`src/rtl/i2cs_pkg.sv`:
```
// Package: shared state type and status code values for the slave receiver.
// Assumes status codes are eight bits wide and fixed by bus convention.
package i2cs_pkg;

    typedef enum logic [2:0] {
        S_IDLE,
        S_ADDR,
        S_ACKWAIT,
        S_ACKBIT,
        S_DATA,
        S_SKIP
    } rx_state_t;

    localparam logic [7:0] ST_OWN_W       = 8'h60;
    localparam logic [7:0] ST_ARB_OWN_W   = 8'h68;
    localparam logic [7:0] ST_GC_W        = 8'h70;
    localparam logic [7:0] ST_ARB_GC_W    = 8'h78;
    localparam logic [7:0] ST_OWN_DAT_ACK = 8'h80;
    localparam logic [7:0] ST_OWN_DAT_NAK = 8'h88;
    localparam logic [7:0] ST_GC_DAT_ACK  = 8'h90;
    localparam logic [7:0] ST_GC_DAT_NAK  = 8'h98;
    localparam logic [7:0] ST_STOP_RS     = 8'hA0;
    localparam logic [7:0] ST_OWN_R       = 8'hA8;
    localparam logic [7:0] ST_ARB_OWN_R   = 8'hB0;
    localparam logic [7:0] ST_NONE        = 8'hF8;

endpackage

```
`src/rtl/i2cs_line_watch.sv`:
```
// Line watcher: turns the sampled SCL/SDA levels into one-cycle event strobes
// (SCL rise, SCL fall, START, STOP). Assumes the inputs are already
// synchronised to clk and that the bus idles high.
module i2cs_line_watch (
    input  logic clk,
    input  logic rst_n,
    input  logic scl_i,
    input  logic sda_i,
    output logic scl_rise_o,
    output logic scl_fall_o,
    output logic start_o,
    output logic stop_o
);

    logic scl_q;
    logic sda_q;

    // Keep last cycle's line levels for edge detection.
    always_ff @(posedge clk) begin : p_lines
        if (!rst_n) begin
            scl_q <= 1'b1;
            sda_q <= 1'b1;
        end else begin
            scl_q <= scl_i;
            sda_q <= sda_i;
        end
    end

    // Decode edges; SDA moving while SCL stays high is START or STOP.
    always_comb begin : p_decode
        scl_rise_o = scl_i & ~scl_q;
        scl_fall_o = ~scl_i & scl_q;
        start_o    = scl_i & scl_q & sda_q & ~sda_i;
        stop_o     = scl_i & scl_q & ~sda_q & sda_i;
    end

endmodule

```
`src/rtl/i2cs_shifter.sv`:
```
// Byte shifter: collects BITS serial bits MSB first and flags a full byte.
// Assumes the owner clears it once the full byte has been consumed.
module i2cs_shifter #(
    parameter int BITS = 8
) (
    input  logic            clk,
    input  logic            rst_n,
    input  logic            clr_i,
    input  logic            shift_i,
    input  logic            bit_i,
    output logic [BITS-1:0] byte_o,
    output logic            full_o
);

    localparam int CNT_W = $clog2(BITS + 1);

    logic [CNT_W-1:0] cnt_q;
    logic [BITS-1:0]  sh_q;

    // Shift one bit per strobe until the byte is complete.
    always_ff @(posedge clk) begin : p_shift
        if (!rst_n) begin
            cnt_q <= '0;
            sh_q  <= '0;
        end else if (clr_i) begin
            cnt_q <= '0;
        end else if (shift_i && !full_o) begin
            sh_q  <= {sh_q[BITS-2:0], bit_i};
            cnt_q <= cnt_q + 1'b1;
        end
    end

    assign byte_o = sh_q;
    assign full_o = (cnt_q == CNT_W'(BITS));

    // The bit count never passes the byte length (keeps R4 skipping sane).
    assert_cnt_bound_R4: assert property (@(posedge clk) disable iff (!rst_n)
        cnt_q <= CNT_W'(BITS));

endmodule

```
`src/rtl/i2cs_addr_cmp.sv`:
```
// Address comparator: checks a received first byte against the own address
// and, when enabled by bit 0 of the address register, the general call.
// Purely combinational; assumes direction is in bit 0 of the byte.
module i2cs_addr_cmp #(
    parameter int ADDR_W = 7
) (
    input  logic [ADDR_W:0] rx_byte_i,
    input  logic [ADDR_W:0] own_reg_i,
    output logic            own_hit_o,
    output logic            gc_hit_o,
    output logic            rd_o
);

    // Compare address field and decode direction.
    always_comb begin : p_cmp
        own_hit_o = (rx_byte_i[ADDR_W:1] == own_reg_i[ADDR_W:1]);
        gc_hit_o  = (rx_byte_i[ADDR_W:1] == '0) & own_reg_i[0];
        rd_o      = rx_byte_i[0];
    end

endmodule

```
`src/rtl/i2c_slave_rx.sv`:
```
// I2C slave receiver top: sequences address and data phases, drives the
// acknowledge, posts status codes with an interrupt flag and stretches SCL
// while a byte event is pending. Assumes sampled, synchronised bus lines
// and a single-cycle software clear pulse.
module i2c_slave_rx
    import i2cs_pkg::*;
#(
    parameter int ADDR_W = 7
) (
    input  logic              clk,
    input  logic              rst_n,
    input  logic              scl_i,
    input  logic              sda_i,
    input  logic [ADDR_W:0]   own_addr_i,
    input  logic              ctl_en_i,
    input  logic              ctl_ack_en_i,
    input  logic              ctl_sta_i,
    input  logic              ctl_sto_i,
    input  logic              int_clr_i,
    input  logic              arb_lost_i,
    output logic              sda_pull_o,
    output logic              scl_hold_o,
    output logic              int_flag_o,
    output logic [7:0]        status_o,
    output logic [ADDR_W:0]   data_rx_o
);

    localparam int BYTE_W = ADDR_W + 1;

    rx_state_t         st_q;
    logic              scl_rise, scl_fall, start_det, stop_det;
    logic [BYTE_W-1:0] byte_w;
    logic              byte_full, byte_take, shift_en, sh_clr;
    logic              own_hit, gc_hit, rd_dir;
    logic              slave_ok, a_ack, a_gc;
    logic [7:0]        a_code, d_code;
    logic              ack_q, post_q, to_data_q, gc_q, arb_q, rx_mode_q;
    logic [7:0]        pend_q, status_q;
    logic              pull_q, flag_q, hold_q;
    logic [BYTE_W-1:0] data_q;

    i2cs_line_watch u_watch (
        .clk        (clk),
        .rst_n      (rst_n),
        .scl_i      (scl_i),
        .sda_i      (sda_i),
        .scl_rise_o (scl_rise),
        .scl_fall_o (scl_fall),
        .start_o    (start_det),
        .stop_o     (stop_det)
    );

    assign byte_take = byte_full & ((st_q == S_ADDR) | (st_q == S_DATA));
    assign shift_en  = scl_rise & ((st_q == S_ADDR) | (st_q == S_DATA));
    assign sh_clr    = start_det | byte_take | ~ctl_en_i;

    i2cs_shifter #(.BITS(BYTE_W)) u_shift (
        .clk     (clk),
        .rst_n   (rst_n),
        .clr_i   (sh_clr),
        .shift_i (shift_en),
        .bit_i   (sda_i),
        .byte_o  (byte_w),
        .full_o  (byte_full)
    );

    i2cs_addr_cmp #(.ADDR_W(ADDR_W)) u_cmp (
        .rx_byte_i (byte_w),
        .own_reg_i (own_addr_i),
        .own_hit_o (own_hit),
        .gc_hit_o  (gc_hit),
        .rd_o      (rd_dir)
    );

    // Decide acknowledge and status code for address and data bytes.
    always_comb begin : p_decide
        slave_ok = ctl_en_i & ctl_ack_en_i & ~ctl_sta_i & ~ctl_sto_i;
        a_ack    = slave_ok & (own_hit | (gc_hit & ~rd_dir));
        a_gc     = ~own_hit & gc_hit;
        if (own_hit && !rd_dir)
            a_code = arb_q ? ST_ARB_OWN_W : ST_OWN_W;
        else if (own_hit)
            a_code = arb_q ? ST_ARB_OWN_R : ST_OWN_R;
        else
            a_code = arb_q ? ST_ARB_GC_W : ST_GC_W;
        if (gc_q)
            d_code = slave_ok ? ST_GC_DAT_ACK : ST_GC_DAT_NAK;
        else
            d_code = slave_ok ? ST_OWN_DAT_ACK : ST_OWN_DAT_NAK;
    end

    // Sequence bus phases, drive the acknowledge and post events.
    always_ff @(posedge clk) begin : p_ctrl
        if (!rst_n) begin
            st_q      <= S_IDLE;
            ack_q     <= 1'b0;
            post_q    <= 1'b0;
            to_data_q <= 1'b0;
            gc_q      <= 1'b0;
            arb_q     <= 1'b0;
            rx_mode_q <= 1'b0;
            pend_q    <= ST_NONE;
            status_q  <= ST_NONE;
            pull_q    <= 1'b0;
            flag_q    <= 1'b0;
            hold_q    <= 1'b0;
            data_q    <= '0;
        end else begin
            if (int_clr_i) begin
                flag_q <= 1'b0;
                hold_q <= 1'b0;
            end
            if (arb_lost_i)
                arb_q <= 1'b1;
            if (!ctl_en_i) begin
                st_q      <= S_IDLE;
                pull_q    <= 1'b0;
                arb_q     <= 1'b0;
                rx_mode_q <= 1'b0;
            end else if (start_det || stop_det) begin
                if (rx_mode_q) begin
                    flag_q   <= 1'b1;
                    status_q <= ST_STOP_RS;
                end
                st_q      <= start_det ? S_ADDR : S_IDLE;
                pull_q    <= 1'b0;
                rx_mode_q <= 1'b0;
                if (stop_det)
                    arb_q <= 1'b0;
            end else begin
                case (st_q)
                    S_ADDR: if (byte_full) begin
                        ack_q     <= a_ack;
                        pend_q    <= a_code;
                        post_q    <= a_ack;
                        to_data_q <= a_ack & ~rd_dir;
                        gc_q      <= a_gc;
                        arb_q     <= 1'b0;
                        st_q      <= S_ACKWAIT;
                    end
                    S_DATA: if (byte_full) begin
                        data_q    <= byte_w;
                        ack_q     <= slave_ok;
                        pend_q    <= d_code;
                        post_q    <= 1'b1;
                        to_data_q <= slave_ok;
                        st_q      <= S_ACKWAIT;
                    end
                    S_ACKWAIT: if (scl_fall) begin
                        pull_q <= ack_q;
                        st_q   <= S_ACKBIT;
                    end
                    S_ACKBIT: if (scl_fall) begin
                        pull_q <= 1'b0;
                        if (post_q) begin
                            flag_q   <= 1'b1;
                            hold_q   <= 1'b1;
                            status_q <= pend_q;
                        end
                        rx_mode_q <= to_data_q;
                        st_q      <= to_data_q ? S_DATA : S_SKIP;
                    end
                    default: ;
                endcase
            end
        end
    end

    assign sda_pull_o = pull_q;
    assign scl_hold_o = hold_q;
    assign int_flag_o = flag_q;
    assign status_o   = status_q;
    assign data_rx_o  = data_q;

    // the SDA drive only moves while SCL is low (enabled operation).
    assert_pull_scl_low_R12: assert property (@(posedge clk) disable iff (!rst_n)
        (ctl_en_i && $past(ctl_en_i) && (pull_q != $past(pull_q))) |-> !scl_i);

    // SCL stretching is only present with a pending flag.
    assert_hold_needs_flag_R11: assert property (@(posedge clk) disable iff (!rst_n)
        hold_q |-> flag_q);

    // a pending flag always carries a real status code.
    assert_flag_has_code_R2: assert property (@(posedge clk) disable iff (!rst_n)
        flag_q |-> (status_q != ST_NONE));

    // disabling the interface releases SDA on the next cycle.
    assert_disable_release_R10: assert property (@(posedge clk) disable iff (!rst_n)
        !ctl_en_i |=> !pull_q);

    // the receive register only changes while receiving data.
    assert_data_only_in_rx_R5: assert property (@(posedge clk) disable iff (!rst_n)
        (st_q != S_DATA) |=> $stable(data_q));

endmodule

```
`config.mk`:
```
export PLATFORM = sky130hd
export DESIGN_NAME = i2c_slave_rx
export DESIGN_NICKNAME = d
export VERILOG_FILES = /design/src/rtl/i2cs_pkg.sv /design/src/rtl/i2cs_line_watch.sv /design/src/rtl/i2cs_shifter.sv /design/src/rtl/i2cs_addr_cmp.sv /design/src/rtl/i2c_slave_rx.sv
export SDC_FILE = /design/constraint.sdc
export NUM_CORES = 1
export LEC_CHECK = 0
export CAP_MARGIN = 20
export CORE_MARGIN = 2
export CORE_UTILIZATION = 35
export CTS_CLUSTER_SIZE = 10
export DETAILED_ROUTE_END_ITERATION = 10
export PLACE_DENSITY_LB_ADDON = 0.2
export SYNTH_ARGS = -nofsm -noshare
export SYNTH_HDL_FRONTEND = slang
export SYNTH_SLANG_ARGS = --single-unit
```
`constraint.sdc`:
```
create_clock -name clk -period 1.9 [get_ports clk]
set_input_delay 0.38 -clock clk [delete_from_list [all_inputs] [get_ports clk]]
set_output_delay 0.38 -clock clk [all_outputs]
set_load 0.005 [all_outputs]
```
**Word-level counts from Yosys, hierarchy flattened**

Cells that the tools add are included.

- Register bits after elaboration: 50
- Input bits: 18
- Output and inout port bits: 19
- Word-level logic and storage cells: 140

- $add $sub $neg: 1
- Equal/unequal tests: 14
- Muxes and demuxes: 51
- Bitwise logic cells: 33
- Reductions and logical operators: 24

Operators by type and width:

| kind | number |
|---|---|
| two-way mux 8 bit | 9 |
| two-way mux 1 bit | 26 |
| bitwise AND 1 bit | 17 |
| two-way mux 4 bit | 4 |
| case mux 8 bit (2 select lines) | 1 |
| two-way mux 3 bit | 4 |
| NOT 1 bit | 12 |
| AND reduction 4 bit | 3 |
| two-way mux 5 bit | 2 |
| inequality test 2 bit, second input constant | 5 |
| AND reduction 5 bit | 2 |
| nonzero test 2 bit | 5 |
| case mux 3 bit (3 select lines) | 1 |
| case mux 1 bit (2 select lines) | 4 |
| equality test 7 bit | 1 |
| logical NOT 7 bit | 1 |
| equality test 3 x 2 -> 1 bit, second input constant | 2 |
| inequality test 3 bit, second input constant | 2 |
| AND reduction 2 bit | 3 |
| adder 4 x 1 -> 4 bit, second input constant | 1 |
| equality test 4 bit, second input constant | 1 |
| OR 1 bit | 4 |
| nonzero test 4 bit | 1 |
| OR reduction 2 bit | 2 |
| other kinds (8) | 10 |

**Longest topological paths before layout**

Gate-level depths: netlist of the first run.

- Word-level depth: 8
- Gate-level depth with buffers: 8

**Modules after synthesis**

From an unflattened synthesis of the first run, not the netlist that was laid out.

- Cell total of the unflattened synthesis: 224
- Area, all modules: 2099.5 um^2

By module, submodules not included:

| module | times used | cells each | area each (um^2) | seq. area each (um^2) |
|---|---|---|---|---|
| i2c_slave_rx | 1 | 150 | 1396.3 | 600.6 |
| i2cs_shifter | 1 | 53 | 510.5 | 240.2 |
| i2cs_addr_cmp | 1 | 13 | 107.6 | 0.0 |
| i2cs_line_watch | 1 | 8 | 85.1 | 40.0 |

**Least setup slack after synthesis of the first run**

No wires, ideal clock.

- Kind: reg2reg
- From: register u_shift.cnt_q[0]
- To: register u_shift.sh_q[0], in the netlist u_shift.byte_o[0]
- Setup time: 0.132 ns
- Data arrival time: 1.740 ns
- Data required time: 1.768 ns
- Slack: 0.028 ns
- Cell stages (with the launch flop): 8
- Period minus slack after synthesis: 1.872 ns
- Cells stage by stage: dfxtp_1 inv_1 ha_1 and3b_1 or4_1 buf_2 o21ai_0 a21oi_1

- Longest elaborated chain between the ends: 6
- Elaborated cells between the ends (all ways): 8
- Classes of those cells: eq/ne: 1; bitwise: 4; reduce/logical: 3

RTL lines:

| what | line | text |
|---|---|---|
| from (decl) | i2cs_shifter.sv:17 | `logic [CNT_W-1:0] cnt_q;` |
| from (signal assigned) | i2cs_shifter.sv:29 | `cnt_q <= cnt_q + 1'b1;` |
| equality test 4 bit * | i2cs_shifter.sv:34 | `assign full_o = (cnt_q == CNT_W'(BITS));` |
| bitwise AND 1 bit | i2c_slave_rx.sv:53 | `assign byte_take = byte_full & ((st_q == S_ADDR) \| (st_q == S_DATA));` |
| OR 1 bit (2 in a row) | i2c_slave_rx.sv:55 | `assign sh_clr = start_det \| byte_take \| ~ctl_en_i;` |
| NOT 1 bit (no source line) | n/a |  |
| AND reduction 2 bit (no source line) * | n/a |  |
| to (signal assigned) | i2cs_shifter.sv:28 | `sh_q <= {sh_q[BITS-2:0], bit_i};` |
| to (decl) | i2cs_shifter.sv:18 | `logic [BITS-1:0] sh_q;` |

Mark *: on every way between the ends. The rest lies on a longest branch, timed or not.
A chain may end at the register's enable or synchronous reset.

**Final worst setup path of the first run**

- From: input own_addr_i[3]
- To: register gc_q

- Longest elaborated chain between the ends: 3

RTL lines:

| what | line | text |
|---|---|---|
| from (decl) | i2c_slave_rx.sv:14 | `input logic [ADDR_W:0] own_addr_i,` |
| equality test 7 bit | i2cs_addr_cmp.sv:16 | `own_hit_o = (rx_byte_i[ADDR_W:1] == own_reg_i[ADDR_W:1]);` |
| NOT 1 bit | i2c_slave_rx.sv:79 | `a_gc = ~own_hit & gc_hit;` |
| bitwise AND 1 bit | i2c_slave_rx.sv:79 |  |
| to (signal assigned) | i2c_slave_rx.sv:137 | `gc_q <= a_gc;` |
| to (decl) | i2c_slave_rx.sv:37 | `logic ack_q, post_q, to_data_q, gc_q, arb_q, rx_mode_q;` |

No other way between the ends.

==> results of run 1 <==
timing repair:
item | 4_1_cts | 5_1_grt
endpoints found under the hold margin | 0 | 0
gates cloned | 0 | 0
buffers inserted | 4 | 0
gates resized for setup | 6 | 18
pin swaps | 2 | 9
hold buffers | 0 | 0
endpoints found under the setup margin | 10 | 23
cells in the mapped netlist (all sizes together), types with 2 or more instances:
cell	number	area [um^2]
dfxtp	44	880.8
nand2	28	105.1
nor2	25	96.35
o21ai	22	113.9
a21oi	19	95.09
mux2i	10	100.1
nand2b	8	50.05
nand3	8	40.04
buf	7	51.30
inv	7	26.28
xor2	7	61.31
clkbuf	5	18.77
xnor2	5	51.30
a221o	3	30.03
a31oi	3	18.77
ha	3	37.54
nor4	3	18.77
o211ai	3	22.52
a211oi	2	15.01
and2	2	12.51
and3	2	12.51
and3b	2	17.52
nand4	2	18.77
nor2b	2	12.51
nor4b	2	17.52
o221ai	2	17.52
o22ai	2	12.51
worst paths after layout:
| kind | slack, ns | to | start |
|---|---|---|---|
| setup / recovery | 0.08 | gc_q | own_addr_i[3] |
| hold / removal | 0.41 | u_watch.scl_q | scl_i |
| setup reg to reg | 0.11 | u_shift.byte_o[7] | u_shift.cnt_q[0] |
| hold reg to reg | 0.47 | int_flag_o | int_flag_o |
metal layers:
metal / GRT usage [%] / routed length, um
met5: 0 / 0
met4: 4.407 / 53
met3: 4.111 / 175
met2: 29.01 / 2508
met1: 23.14 / 2628
through the flow:
stage / TNS [ns] / utilization [%] / total power (uW)
CTS: 0 / 51.05 / 1857
floorplan: 0 / - / 1018
global placement: -7.419 / 47.95 / 1101
global route: -0.01373 / 52.27 / 1920
finish: 0 / 52.27 / 1855
detailed placement: -7.887 / 47.95 / 1102
kinds of logic after synthesis:
kind of cell               Yosys count  synth area share, %
AOI/OAI and AO/OA                   61                18.60
xor gates and xnor gates            12                5.399
adders and majority gates            3                1.800
buffers and inverters               19                4.619
DFF                                 44                42.23
muxes                               10                4.799
other                                1               0.1798
and+or+nand+nor                     92                22.38
registers in the layout, indices dropped and copies added (netlist names), 3 cells and up:
signal and cells:
u_shift.cnt_q 4, data_rx_o 8, st_q 3, pend_q 5, u_shift.byte_o 8, status_o 5
layout by cell type (no fill, tap or decap), types with 2 or more instances in the layout:
cell | netlist | final
buf_4 | 4 | 48
a31oi_1 | 3 | 3
conb_1 | 1 | 3
nand3_1 | 8 | 8
nor2b_1 | 2 | 2
o211ai_1 | 3 | 3
nor4_1 | 3 | 2
o221ai_1 | 2 | 2
xnor2_1 | 4 | 4
o21ai_0 | 20 | 15
o22ai_1 | 2 | 2
mux2i_1 | 10 | 10
a21oi_1 | 19 | 19
and3b_1 | 2 | 2
dlymetal6s2s_1 | 0 | 5
and2_1 | 2 | 2
nor2_1 | 24 | 24
nand2b_1 | 8 | 8
o21ai_1 | 1 | 6
ha_1 | 3 | 3
xor2_1 | 7 | 5
clkbuf_8 | 0 | 5
inv_1 | 7 | 7
a221o_1 | 3 | 3
nand2_1 | 28 | 28
nor4b_1 | 2 | 2
clkdlybuf4s50_1 | 0 | 28
and3_1 | 2 | 2
dfxtp_1 | 44 | 44
final cells by class:
cell class              count  area, um^2  share of cell area, %
repair buffers             83       734.5                  24.02
inverters                   7       26.28                 0.8592
well taps                  75       93.84                  3.069
clock inverters             3       46.29                  1.514
multi-input cells         181        1207                  39.48
flip-flops and latches     44       880.8                  28.81
clock buffers               5       68.82                  2.250
report_power, final:
group | internal (uW) | switching [uW] | leakage, uW
clock network | 397 | 366 | 0.0000548
logic | 80.5 | 77.7 | 0.000873
registers | 926 | 7.78 | 0.000356
total | 1400 | 451 | 0.00128
==> metrics.txt, run 1 <==
WS Path Type=input port to flip-flop; Max-cap violations=0; status=finished, final reports clean; Distinct cells, synth=48; mean post-synth cell area=8.619 um^2; CP dominant cell by count=buf_4; Critical Path AT=2.06 ns; Crit-path slowest cell=clkdlybuf4s50_1; clk_skew=0.005534 ns; HP Class=input port to flip-flop; Final Hold Vio Count=0; Max IR drop VDD=0.0003389 V; placed instance count=386; Synth Instances=242; largest net degree at the start of global routing=24; setup violators final=0; total CTS buffers=5; DP Area=2805 um^2; WP buf/inv=3; Synth-to-Final Area Change=46.61%; clk buf depth=2; die area=6593 um^2; Post-DP HPWL=3986 um; clock-pin slew on the worst setup and hold paths=0.10 ns; FFs w/ async S/R, synth=0%; worst hold stages=2; Crit. End Element=flip-flop; CTS tree=done; Crit path max-delay family=buffers and inverters; via count=1987; DR WL/cell=13.48 um; f_max=548.2 MHz; period utilization=96.01%; Reg2Reg Depth=7; crit path max fanout=6; mapped cell area=2086 um^2; Antenna Cells=0; worst hold slack=0.4135 ns; Root Buffer=clkbuf_8; Clock Latency Late Sink=0.30 ns; Vias/cell=4.992; pre-CTS WS=-0.4087 ns; critical path data required time=2.14 ns; Layout Cells excl Fill=398; Die H=81.20 um; EDFF count, synth=0; WL final=5364 um; Lkg Pwr=0.001283 uW; Die Wd=81.20 um; Stages on worst setup path=8; initial DRC count=115; prevailing post-synth register cell=dfxtp_1; vias in the first global route=1917; post-route cell area=3058 um^2; fin nets=343; Fill cells=555; Initial Util=35.65%; sequential share of the synthesized area=42.23%; first-pass GRT wire length=8914 um; final worst setup slack=0.07584 ns; cell chain of the critical path=clkdlybuf4s50_1, xor2_1, nor4_2, and3_1, buf_4, buf_4, or3_1, a21oi_1; initial antenna violation count=0; clk sinks=44; Startpoint Class=input port; Tot GR Track Use=17.57%; core area=5851 um^2; #FFs+latches synth=44; row count=28; P per Cell Area=606.5 nW/um^2; share of layout cells above drive strength 1=22.60%; post-route ant nets=0; CTS HTree Levels=2; CP peak stage delay=0.48 ns; TritonRoute pass-1 iters=4; drt drc=0; post-layout min period=1.824 ns; GPL Wtd Cong=0.8658; gr ovfl total=0; Yosys warnings=0; Buffers on Ports=33; max-slew violations=0; io pins=37
Power figures use the tool's default switching activity.
==> run 2, diff against run 1 <==
--- a/config.mk
+++ b/config.mk
@@ -5,6 +5,7 @@
 export SDC_FILE = /design/constraint.sdc
 export NUM_CORES = 1
 export LEC_CHECK = 0
+export ABC_CLOCK_PERIOD_IN_PS = 1900
 export CAP_MARGIN = 20
 export CORE_MARGIN = 2
 export CORE_UTILIZATION = 35
==> results of run 2 <==
Final layout, timing and power as in run 1 (identical DEF).
